[src/rtl/cpa_pkg.sv]
package cpa_pkg;
   typedef enum logic [2:0] {
      OP_NOP  = 3'd0,
      OP_CFG  = 3'd1,
      OP_WRA  = 3'd2,
      OP_WRB  = 3'd3,
      OP_RUN  = 3'd4,
      OP_RD   = 3'd5
   } cpa_op_e;

   typedef enum logic [1:0] {
      FN_ADD = 2'd0,
      FN_MAC = 2'd1,
      FN_XOR = 2'd2,
      FN_SUB = 2'd3
   } cpa_fn_e;

   typedef enum logic {
      ST_IDLE  = 1'b0,
      ST_FETCH = 1'b1
   } cpa_state_e;
endpackage

[src/rtl/cpa_cfg_cache.sv]
module cpa_cfg_cache #(
   parameter int ENTRIES = 4,
   parameter int IDW     = 4,
   parameter int CW      = 8
) (
   input  logic           clk,
   input  logic           rst_n,
   input  logic [IDW-1:0] lk_id,
   output logic           hit,
   output logic [CW-1:0]  hit_cfg,
   input  logic           ins_en,
   input  logic [IDW-1:0] ins_id,
   input  logic [CW-1:0]  ins_cfg
);
   localparam int PW = (ENTRIES > 1) ? $clog2(ENTRIES) : 1;

   logic [ENTRIES-1:0] vld_q;
   logic [ENTRIES-1:0] hit_vec;
   logic [IDW-1:0]     tag_q [ENTRIES];
   logic [CW-1:0]      dat_q [ENTRIES];
   logic [PW-1:0]      ptr_q;

   generate
      for (genvar e = 0; e < ENTRIES; e++) begin : g_cmp
         assign hit_vec[e] = vld_q[e] && (tag_q[e] == lk_id);
      end
   endgenerate

   assign hit = |hit_vec;

   always_comb begin
      hit_cfg = '0;
      for (int e = 0; e < ENTRIES; e++)
         if (hit_vec[e]) hit_cfg = hit_cfg | dat_q[e];
   end

   always_ff @(posedge clk or negedge rst_n) begin
      if (!rst_n) begin
         vld_q <= '0;
         ptr_q <= '0;
         for (int e = 0; e < ENTRIES; e++) begin
            tag_q[e] <= '0;
            dat_q[e] <= '0;
         end
      end else if (ins_en) begin
         for (int e = 0; e < ENTRIES; e++) begin
            if (ptr_q == PW'(e)) begin
               vld_q[e] <= 1'b1;
               tag_q[e] <= ins_id;
               dat_q[e] <= ins_cfg;
            end
         end
         ptr_q <= (ptr_q == PW'(ENTRIES-1)) ? '0 : ptr_q + 1'b1;
      end
   end

   // at most one slot may match any identifier
   p_unique_tag_r4: assert property (@(posedge clk) disable iff (!rst_n)
      $onehot0(hit_vec));
endmodule

[src/rtl/cpa_run_counter.sv]
module cpa_run_counter #(
   parameter int CNT_W = 8
) (
   input  logic             clk,
   input  logic             rst_n,
   input  logic             load,
   input  logic [CNT_W-1:0] load_val,
   output logic             busy,
   output logic             last
);
   logic [CNT_W-1:0] cnt_q;

   always_ff @(posedge clk or negedge rst_n) begin
      if (!rst_n)              cnt_q <= '0;
      else if (load)           cnt_q <= load_val;
      else if (cnt_q != '0)    cnt_q <= cnt_q - 1'b1;
   end

   assign busy = (cnt_q != '0);
   assign last = (cnt_q == CNT_W'(1));

   p_count_down_r6: assert property (@(posedge clk) disable iff (!rst_n)
      (cnt_q != '0) && !load |=> cnt_q == $past(cnt_q) - 1'b1);
endmodule

[src/rtl/cpa_fabric.sv]
module cpa_fabric
   import cpa_pkg::*;
#(
   parameter int DW     = 16,
   parameter bit MUL_EN = 1'b1
) (
   input  logic          clk,
   input  logic          rst_n,
   input  logic          clear,
   input  logic          step,
   input  cpa_fn_e       fn,
   input  logic [DW-1:0] opa,
   input  logic [DW-1:0] opb,
   output logic [DW-1:0] acc_nxt
);
   logic [DW-1:0] acc_q;
   logic [DW-1:0] prod;

   generate
      if (MUL_EN) begin : g_mul
         assign prod = opa * opb;
      end else begin : g_nomul
         assign prod = opa & opb;
      end
   endgenerate

   always_comb begin
      unique case (fn)
         FN_ADD:  acc_nxt = acc_q + opa + opb;
         FN_MAC:  acc_nxt = acc_q + prod;
         FN_XOR:  acc_nxt = acc_q ^ opa ^ opb;
         default: acc_nxt = acc_q + opa - opb;
      endcase
   end

   always_ff @(posedge clk or negedge rst_n) begin
      if (!rst_n)     acc_q <= '0;
      else if (clear) acc_q <= '0;
      else if (step)  acc_q <= acc_nxt;
   end

   p_acc_hold_r7: assert property (@(posedge clk) disable iff (!rst_n)
      !clear && !step |=> $stable(acc_q));
endmodule

[src/rtl/cpa_sequencer.sv]
module cpa_sequencer
   import cpa_pkg::*;
#(
   parameter int DW      = 16,
   parameter int IDW     = 4,
   parameter int CW      = 8,
   parameter int CNT_W   = 8,
   parameter int ENTRIES = 4,
   parameter bit MUL_EN  = 1'b1
) (
   input  logic           clk,
   input  logic           rst_n,
   input  logic           cmd_valid,
   input  logic [2:0]     cmd_op,
   input  logic [DW-1:0]  cmd_data,
   output logic           cmd_ready,
   output logic           fetch_req,
   output logic [IDW-1:0] fetch_id,
   input  logic           fetch_done,
   input  logic [CW-1:0]  fetch_cfg,
   output logic [CW-1:0]  active_cfg,
   output logic           rd_valid,
   output logic [DW-1:0]  rd_data
);
   generate
      if (DW < CNT_W || DW < IDW || CW < 2 || ENTRIES < 2) begin : g_bad_params
         $error("cpa_sequencer: illegal parameter combination");
      end
   endgenerate

   cpa_state_e     st_q;
   cpa_op_e        op;
   logic           fire, running, last;
   logic           hit, ins_en, run_load;
   logic [CW-1:0]  hit_cfg;
   logic [IDW-1:0] pend_q;
   logic [DW-1:0]  opa_q, opb_q, result_q, acc_nxt;

   assign op        = cpa_op_e'(cmd_op);
   assign cmd_ready = (st_q == ST_IDLE) && !running;
   assign fire      = cmd_valid && cmd_ready;
   assign fetch_req = (st_q == ST_FETCH);
   assign fetch_id  = pend_q;
   assign ins_en    = fetch_req && fetch_done;
   assign run_load  = fire && (op == OP_RUN);

   cpa_cfg_cache #(.ENTRIES(ENTRIES), .IDW(IDW), .CW(CW)) u_cache (
      .clk(clk), .rst_n(rst_n),
      .lk_id(cmd_data[IDW-1:0]), .hit(hit), .hit_cfg(hit_cfg),
      .ins_en(ins_en), .ins_id(pend_q), .ins_cfg(fetch_cfg)
   );

   cpa_run_counter #(.CNT_W(CNT_W)) u_cnt (
      .clk(clk), .rst_n(rst_n),
      .load(run_load), .load_val(cmd_data[CNT_W-1:0]),
      .busy(running), .last(last)
   );

   cpa_fabric #(.DW(DW), .MUL_EN(MUL_EN)) u_fab (
      .clk(clk), .rst_n(rst_n),
      .clear(run_load), .step(running),
      .fn(cpa_fn_e'(active_cfg[1:0])),
      .opa(opa_q), .opb(opb_q), .acc_nxt(acc_nxt)
   );

   always_ff @(posedge clk or negedge rst_n) begin
      if (!rst_n) begin
         st_q       <= ST_IDLE;
         pend_q     <= '0;
         active_cfg <= '0;
         opa_q      <= '0;
         opb_q      <= '0;
         result_q   <= '0;
         rd_valid   <= 1'b0;
         rd_data    <= '0;
      end else begin
         rd_valid <= fire && (op == OP_RD);
         if (fire && (op == OP_RD)) rd_data <= result_q;
         if (fire && (op == OP_WRA)) opa_q <= cmd_data;
         if (fire && (op == OP_WRB)) opb_q <= cmd_data;
         if (run_load && (cmd_data[CNT_W-1:0] == '0)) result_q <= '0;
         else if (last)                                result_q <= acc_nxt;
         unique case (st_q)
            ST_IDLE: if (fire && (op == OP_CFG)) begin
               if (hit) begin
                  active_cfg <= hit_cfg;
               end else begin
                  pend_q <= cmd_data[IDW-1:0];
                  st_q   <= ST_FETCH;
               end
            end
            default: if (fetch_done) begin
               active_cfg <= fetch_cfg;
               st_q       <= ST_IDLE;
            end
         endcase
      end
   end

   p_fetch_hold_r2: assert property (@(posedge clk) disable iff (!rst_n)
      fetch_req && !fetch_done |=> fetch_req && $stable(fetch_id));
   p_hit_direct_r3: assert property (@(posedge clk) disable iff (!rst_n)
      fire && (op == OP_CFG) && hit |=> !fetch_req && active_cfg == $past(hit_cfg));
   p_cfg_holdoff_r9: assert property (@(posedge clk) disable iff (!rst_n)
      running |-> !fetch_req);
   p_stray_done_r10: assert property (@(posedge clk) disable iff (!rst_n)
      !fetch_req && !(fire && (op == OP_CFG)) |=> $stable(active_cfg));
   p_rd_pulse_r8: assert property (@(posedge clk) disable iff (!rst_n)
      rd_valid |-> $past(cmd_valid));
endmodule

[config.mk]
export PLATFORM = sky130hd
export DESIGN_NAME = cpa_sequencer
export DESIGN_NICKNAME = d
export VERILOG_FILES = /design/src/rtl/cpa_pkg.sv /design/src/rtl/cpa_cfg_cache.sv /design/src/rtl/cpa_run_counter.sv /design/src/rtl/cpa_fabric.sv /design/src/rtl/cpa_sequencer.sv
export SDC_FILE = /design/constraint.sdc
export NUM_CORES = 1
export LEC_CHECK = 0
export BUFFER_PORTS_ARGS = -buffer_cell sky130_fd_sc_hd__buf_2
export CORE_ASPECT_RATIO = 1.4
export CORE_UTILIZATION = 55
export DETAILED_ROUTE_END_ITERATION = 7
export HOLD_SLACK_MARGIN = 0.12
export PLACE_DENSITY_LB_ADDON = 0.05
export RECOVER_POWER = 50
export SLEW_MARGIN = 20
export SYNTH_ARGS = -nofsm -noshare
export SYNTH_HDL_FRONTEND = slang
export SYNTH_HIERARCHICAL = 1
export SYNTH_SLANG_ARGS = --single-unit
[constraint.sdc]
create_clock -name clk -period 7.9 [get_ports clk]
set_clock_uncertainty 0.15 [all_clocks]
set_input_delay 0.79 -clock clk [delete_from_list [all_inputs] [get_ports clk]]
set_output_delay 0.79 -clock clk [all_outputs]
set_load 0.01 [all_outputs]
==> impl_metrics.py, run 1 <==
metrics = {
    "timing": {
        "timing.fmax_mhz": 156,
        "whs_ns": 0.321,
        "max-slew-margin-rel": -1.89,
        "period_share": 0.812,
        "timing_hold_violations_final": 0,
        "setup_violations": 0,
        "fin_crit_ns": 6.42,
        "tns_ns": 0,
        "rsz0062_at_grt": "no",
        "slew_violations": 159,
        "worstMarginPinSlew_ns": 4.34,
    },
    "drt": {
        "ant_nets": 0,
        "finalWirelength_um": 32300,
        "wl_met1_um": 13500,
        "first_pass_iters": 4,
        "viasPerCell": 5.55,
        "vias": 9396,
        "drt_iter0_markers": 311,
        "dr_wl_met2_um": 17200,
        "drc": 0,
        "wl_met3_um": 951,
        "wire_per_inst_um": 19.1,
        "top_layer_used": "met4",
    },
    "cells_and_area": {
        "layout_commonest_cell": "inv_1",
        "final_layout_size_suffix_gt1_frac": 0.139,
        "layout_common_cells": "inv_1 (189), dfrtp_1 (156), nand2_1 (124)",
        "diodes": 0,
        "area.growth.synth_to_final_pct": 7.22,
        "fin_nets": 1592,
    },
    "placed_design": {
        "port_buffers": 61,
        "place_congestion": 0.888,
        "dp_hpwl_um": 24600,
    },
    "worst_setup_path": {
        "critPathMaxFanout": 21,
        "crit_arrival_ns": 6.53,
        "cp_data_required_time_ns": 8.01,
        "path_class": "reg2reg",
        "path_cells": "and2_1, fa_1, inv_1, fa_1, fa_1, fa_1, inv_1, fa_1, inv_1, fa_1, inv_1, ha_1, a21oi_1, inv_1, a21oi_1, o21ai_1, a31oi_4, xnor2_1, a221o_1, o211a_1, mux2i_1, a21oi_1",
        "cp_top_family": "adder cells",
        "cpPeakStageDelay_ns": 0.64,
        "slowest_stage": "dfrtp_1",
        "startpoint_type": "flop",
        "crit_top_cell": "fa_1",
        "critPathBufInv": 5,
        "setup.worst_path.end_class": "flop",
    },
    "flow_run": {
        "drv_cap": 2,
    },
    "floorplanning": {
        "ios": 62,
        "die_w_um": 134,
        "die_area_sq_mm": 0.0251,
        "rows": 67,
        "start_util": 0.561,
        "chipHeight_um": 187,
        "coreArea_sq_mm": 0.0240,
    },
    "power_and_ir_drop": {
        "leakagePower_nw": 7.23,
        "power.total_mw": 2.80,
        "ir_drop_uv": 199,
        "powerDensity_mw_per_mm2": 194,
    },
    "run_status": {
        "status": "complete, but fails checks",
        "violations": "capacitance limit, slew limit",
    },
    "synthesis": {
        "synth_area_sq_mm": 0.0134,
        "synth_seq_cells": 156,
        "ys.flop_type": "dfrtp_1",
        "syn_avg_cell_area_sq_um": 9.97,
        "syn-num-nets": 1568,
        "ys_types": 82,
        "async_flop_share": 1.00,
        "seq_area_frac_synth": 0.290,
        "synth_edf_count": 0,
        "synth_warnings": 6,
        "synth_cells": 1348,
    },
    "cts": {
        "post_cts_resized": 0,
        "h-tree-depth": 4,
        "tritoncts": "built",
        "clock-root-buffer": "clkbuf_16",
        "cts_buffers": 17,
        "cts_setup_buffers": 0,
        "path_clk_slew_ns": 0.06,
        "cts_buffer_depth": 2,
        "clock_sink_count": 156,
        "worstSkewPairLatency_ns": 0.42,
        "ctsHoldBuffers": 0,
    },
    "grt": {
        "grt_pass1_wl_um": 52800,
        "track_usage": 0.273,
        "grt_overflow": 0,
        "grt_pass1_vias": 9927,
        "grt_start_max_net_pins": 82,
        "antenna_found_initial": 0,
    },
    "hold_path": {
        "hp-class": "reg2reg",
    },
}
worst reg2reg max path, stage by stage (launching register included):
cell and delay (ns):
dfrtp_1 0.64, and2_1 0.29, fa_1 0.53, inv_1 0.05
fa_1 0.55, fa_1 0.45, fa_1 0.54, inv_1 0.05
fa_1 0.47, inv_1 0.05, fa_1 0.47, inv_1 0.04
ha_1 0.32, a21oi_1 0.22, inv_1 0.06, a21oi_1 0.13
o21ai_1 0.17, a31oi_4 0.24, xnor2_1 0.13, a221o_1 0.39
o211a_1 0.12, mux2i_1 0.14, a21oi_1 0.06
cell type report:
cell class | count | area, sq um
inverter | 191 | 717
sequential | 156 | 3900
fill | 2158 | 9560
timing repair buffer | 66 | 303
clock inverter | 12 | 138
clock buffer | 19 | 453
tap | 310 | 388
multi-input combinational | 940 | 8510
metal layers:
layer,GRT usage,vias up
li1,-,4510
met1,0.329,4700
met2,0.501,152
met3,0.0341,34
met4,0.0864,0
met5,0,-
where the power goes:
part,total [mW],internal (mW),switching [mW]
Combinational,0.928,0.402,0.526
Sequential,1.05,0.911,0.142
Clock,0.820,0.483,0.337
Total,2.80,1.80,1.00
flip-flops by register name (all words and copies together) (netlist names), 4 cells and up:
name / count
rd_data: 16
u_cache/vld_q: 4
u_cnt/cnt_q: 8
u_cache/tag_q: 16
result_q: 16
fetch_id: 4
u_fab/acc_q: 16
opa_q: 16
opb_q: 16
active_cfg: 8
u_cache/dat_q: 32
cell usage after synthesis (all sizes together) (6+ instances only):
| cell | instances | area share |
|---|---|---|
| inv | 190 | 0.053 |
| dfrtp | 156 | 0.29 |
| nand2 | 124 | 0.035 |
| mux2 | 118 | 0.10 |
| fa | 96 | 0.14 |
| ha | 93 | 0.087 |
| xnor2 | 62 | 0.040 |
| a21oi | 61 | 0.023 |
| and2 | 55 | 0.026 |
| xor2 | 48 | 0.031 |
| nand4 | 43 | 0.020 |
| nor2 | 42 | 0.012 |
| buf | 31 | 0.014 |
| clkbuf | 30 | 0.0086 |
| o21ai | 30 | 0.011 |
| mux2i | 24 | 0.018 |
| nand3 | 13 | 0.0058 |
| nor3 | 13 | 0.0060 |
| nand2b | 11 | 0.0051 |
| a21o | 10 | 0.0056 |
| a31oi | 7 | 0.0044 |
| o21bai | 6 | 0.0034 |
stage by stage:
stage	cell area [sq um]	util	instances	setup WS, ns
6_report	14400	0.601	1694	1.48
5_1_grt	14400	0.601	1694	1.14
4_1_cts	14500	0.604	1694	1.47
3_5_place_dp	13900	0.579	1663	1.46
3_3_place_gp	13900	0.579	1663	1.60
2_1_floorplan	13400	-	1348	1.93
kinds of logic after synthesis:
logic type      count (synthesis)  share of synthesized area
fa+ha+maj                     189                      0.230
compound gates                164                     0.0806
xor+xnor                      111                     0.0733
mux                           142                      0.119
flops                         156                      0.290
simple gates                  334                      0.131
buf+inv                       252                     0.0758
worst paths after layout:
| kind | from | depth (start not counted) | end | slack [ns] |
|---|---|---|---|---|
| worst max-delay path | opb_q[1]$_DFFE_PN0P_ | 22 | result_q[15]$_DFFE_PN0P_ | 1.48 |
| worst min-delay path | u_cache/vld_q[2]$_DFFE_PN0P_ | 1 | u_cache/vld_q[2]$_DFFE_PN0P_ | 0.32 |
| worst max register to register | opb_q[1]$_DFFE_PN0P_ | 22 | result_q[15]$_DFFE_PN0P_ | 1.48 |
| worst min register to register | u_cache/vld_q[2]$_DFFE_PN0P_ | 1 | u_cache/vld_q[2]$_DFFE_PN0P_ | 0.32 |
| max in group asynchronous | rst_n | 2 | opb_q[13]$_DFFE_PN0P_ | 2.28 |
| min in group asynchronous | rst_n | 1 | active_cfg[4]$_DFFE_PN0P_ | 1.75 |
Power figures use the tool's default switching activity.
==> inputs of run 2 (changes only) <==
Clock period 7.9 ns to 5.85 ns, I/O delays scaled along.
==> impl_metrics.py, run 2 (synthesized netlist as in run 1, its figures left out) <==
metrics = {
    "grt": {
        "antenna_found_initial": 0,
        "grt_start_max_net_pins": 102,
        "track_usage": 0.291,
        "grt_overflow": 0,
        "grt_pass1_vias": 10500,
        "grt_pass1_wl_um": 55700,
    },
    "cells_and_area": {
        "final_layout_size_suffix_gt1_frac": 0.202,
        "layout_common_cells": "inv_1 (183), dfrtp_1 (150), nand2_1 (119)",
        "top_register": "u_cache/dat_q",
        "fin_nets": 1655,
        "area.growth.synth_to_final_pct": 12.2,
        "final_util": 0.629,
        "diodes": 0,
        "largest_register_ffs": 32,
        "nFillCells": 2102,
        "layout_commonest_cell": "inv_1",
    },
    "worst_setup_path": {
        "setup.worst_path.end_class": "flop",
        "r2r_end": "result_q[15]$_DFFE_PN0P_",
        "startpoint_type": "flop",
        "critPathMaxFanout": 3,
        "path_class": "reg2reg",
        "r2r_slack_ns": 0.08,
        "crit_arrival_ns": 5.91,
        "ff2ff_path_depth": 22,
        "r2r_start": "opb_q[1]$_DFFE_PN0P_",
        "cp_data_required_time_ns": 6.00,
    },
    "drt": {
        "finalWirelength_um": 34100,
        "ant_nets": 0,
        "drt_iter0_markers": 537,
        "first_pass_iters": 5,
        "viasPerCell": 5.58,
        "wire_per_inst_um": 19.4,
        "vias": 9807,
        "drc": 0,
    },
    "placed_design": {
        "place_congestion": 0.892,
        "dp_hpwl_um": 26200,
        "port_buffers": 61,
        "dp_slack_ns": -0.0214,
    },
    "hold_path": {
        "hold_depth": 2,
        "hp-start": "fetch_done",
        "min_to": "fetch_req$_DFF_PN0_",
        "hp-class": "in2reg",
    },
    "run_status": {
        "violations": "capacitance limit, slew limit",
        "status": "complete, but fails checks",
    },
    "timing": {
        "rsz0062_at_grt": "yes",
        "period_share": 0.986,
        "worstMarginPinSlew_ns": 2.60,
        "timing.fmax_mhz": 173,
        "fin_crit_ns": 5.77,
        "max-slew-margin-rel": -0.736,
        "timing_hold_violations_final": 0,
        "setup_slack_ns": 0.0825,
        "slew_violations": 102,
        "setup_violations": 0,
    },
    "power_and_ir_drop": {
        "ir_drop_uv": 290,
        "powerDensity_mw_per_mm2": 258,
        "leakagePower_nw": 7.60,
    },
    "cts": {
        "worstSkewPairLatency_ns": 0.44,
        "cts_buffer_depth": 2,
        "clock-root-buffer": "clkbuf_16",
        "cts_buffers": 17,
        "h-tree-depth": 4,
        "tritoncts": "built",
        "path_clk_slew_ns": 0.07,
        "clock_sink_count": 156,
        "ctsHoldBuffers": 0,
    },
    "floorplanning": {
        "die_w_um": 134,
        "die_area_sq_mm": 0.0251,
        "chipHeight_um": 187,
        "rows": 67,
        "start_util": 0.561,
        "ios": 62,
        "coreArea_sq_mm": 0.0240,
    },
    "flow_run": {
        "drv_cap": 1,
    },
}
-- run 2: worst max path at each step --
| stage | startpoint | endpoint | slack (ns) | cells past startpoint |
|---|---|---|---|---|
| after floorplan | opb_q[4]$_DFFE_PN0P_ | result_q[15]$_DFFE_PN0P_ | 0.005 | 24 |
| after global placement | opb_q[1]$_DFFE_PN0P_ | result_q[15]$_DFFE_PN0P_ | 0.06 | 22 |
| after detailed placement | opb_q[1]$_DFFE_PN0P_ | result_q[15]$_DFFE_PN0P_ | -0.02 | 22 |
| after CTS | opb_q[1]$_DFFE_PN0P_ | result_q[15]$_DFFE_PN0P_ | 0.003 | 22 |
| after global routing | opb_q[1]$_DFFE_PN0P_ | result_q[15]$_DFFE_PN0P_ | -0.15 | 22 |
| final | opb_q[1]$_DFFE_PN0P_ | result_q[15]$_DFFE_PN0P_ | 0.08 | 22 |
-- run 2: metrics by stage --
step,std cells,power [mW],hold WS [ns],cell area [sq um],TNS [ns]
3_3_place_gp,1718,2.72,0.303,14300,0
2_1_floorplan,1348,2.35,0.139,13500,0
3_5_place_dp,1718,2.75,0.307,14300,-0.0214
4_1_cts,1750,3.89,0.159,14900,0
6_report,1758,3.90,0.206,15100,0
5_1_grt,1758,4.16,0.200,15100,-0.436
-- run 2: per-layer routing --
| metal | vias to the layer above | part of all wire | global-route usage |
|---|---|---|---|
| li1 | 4641 | - | - |
| met2 | 190 | 0.52 | 0.520 |
| met5 | - | 0 | 0 |
| met1 | 4925 | 0.41 | 0.350 |
| met4 | 0 | 0.031 | 0.113 |
| met3 | 51 | 0.031 | 0.0425 |
-- run 2: power breakdown --
part	switching [mW]	internal (mW)	leakage, nW	total, mW
Combinational	0.775	0.602	5.28	1.38
Clock	0.452	0.680	0.279	1.13
Sequential	0.158	1.23	2.04	1.39
Total	1.38	2.51	7.60	3.90
-- run 2: timing repair --
action,4_1_cts,5_1_grt
buffers inserted,0,9
pin swaps,5,25
hold endpoints to repair,0,0
gates resized for setup,3,44
endpoints found under the setup margin,1,9
-- run 2: area by class of cell --
type	instances	area (sq um)	share of cell area
clock buffer	21	450	0.0299
inverter	191	717	0.0475
timing repair buffer	129	843	0.0559
clock inverter	11	144	0.00954
sequential	156	3910	0.259
tap	310	388	0.0257
multi-input combinational	940	8630	0.572
-- run 2: critical path: stages (launching register included) --
cell     delay, ns
dfrtp_1       0.43
buf_6         0.14
and2_4        0.13
fa_1          0.52
inv_1         0.05
fa_1          0.46
fa_1          0.50
fa_1          0.50
inv_1         0.05
fa_1          0.47
inv_1         0.05
fa_1          0.49
inv_2         0.05
ha_4          0.28
buf_6         0.10
nand4_1       0.09
o21ai_2       0.24
a31oi_4       0.11
xnor2_1       0.14
a221o_1       0.34
o211a_1       0.12
mux2i_1       0.14
a21oi_1       0.06
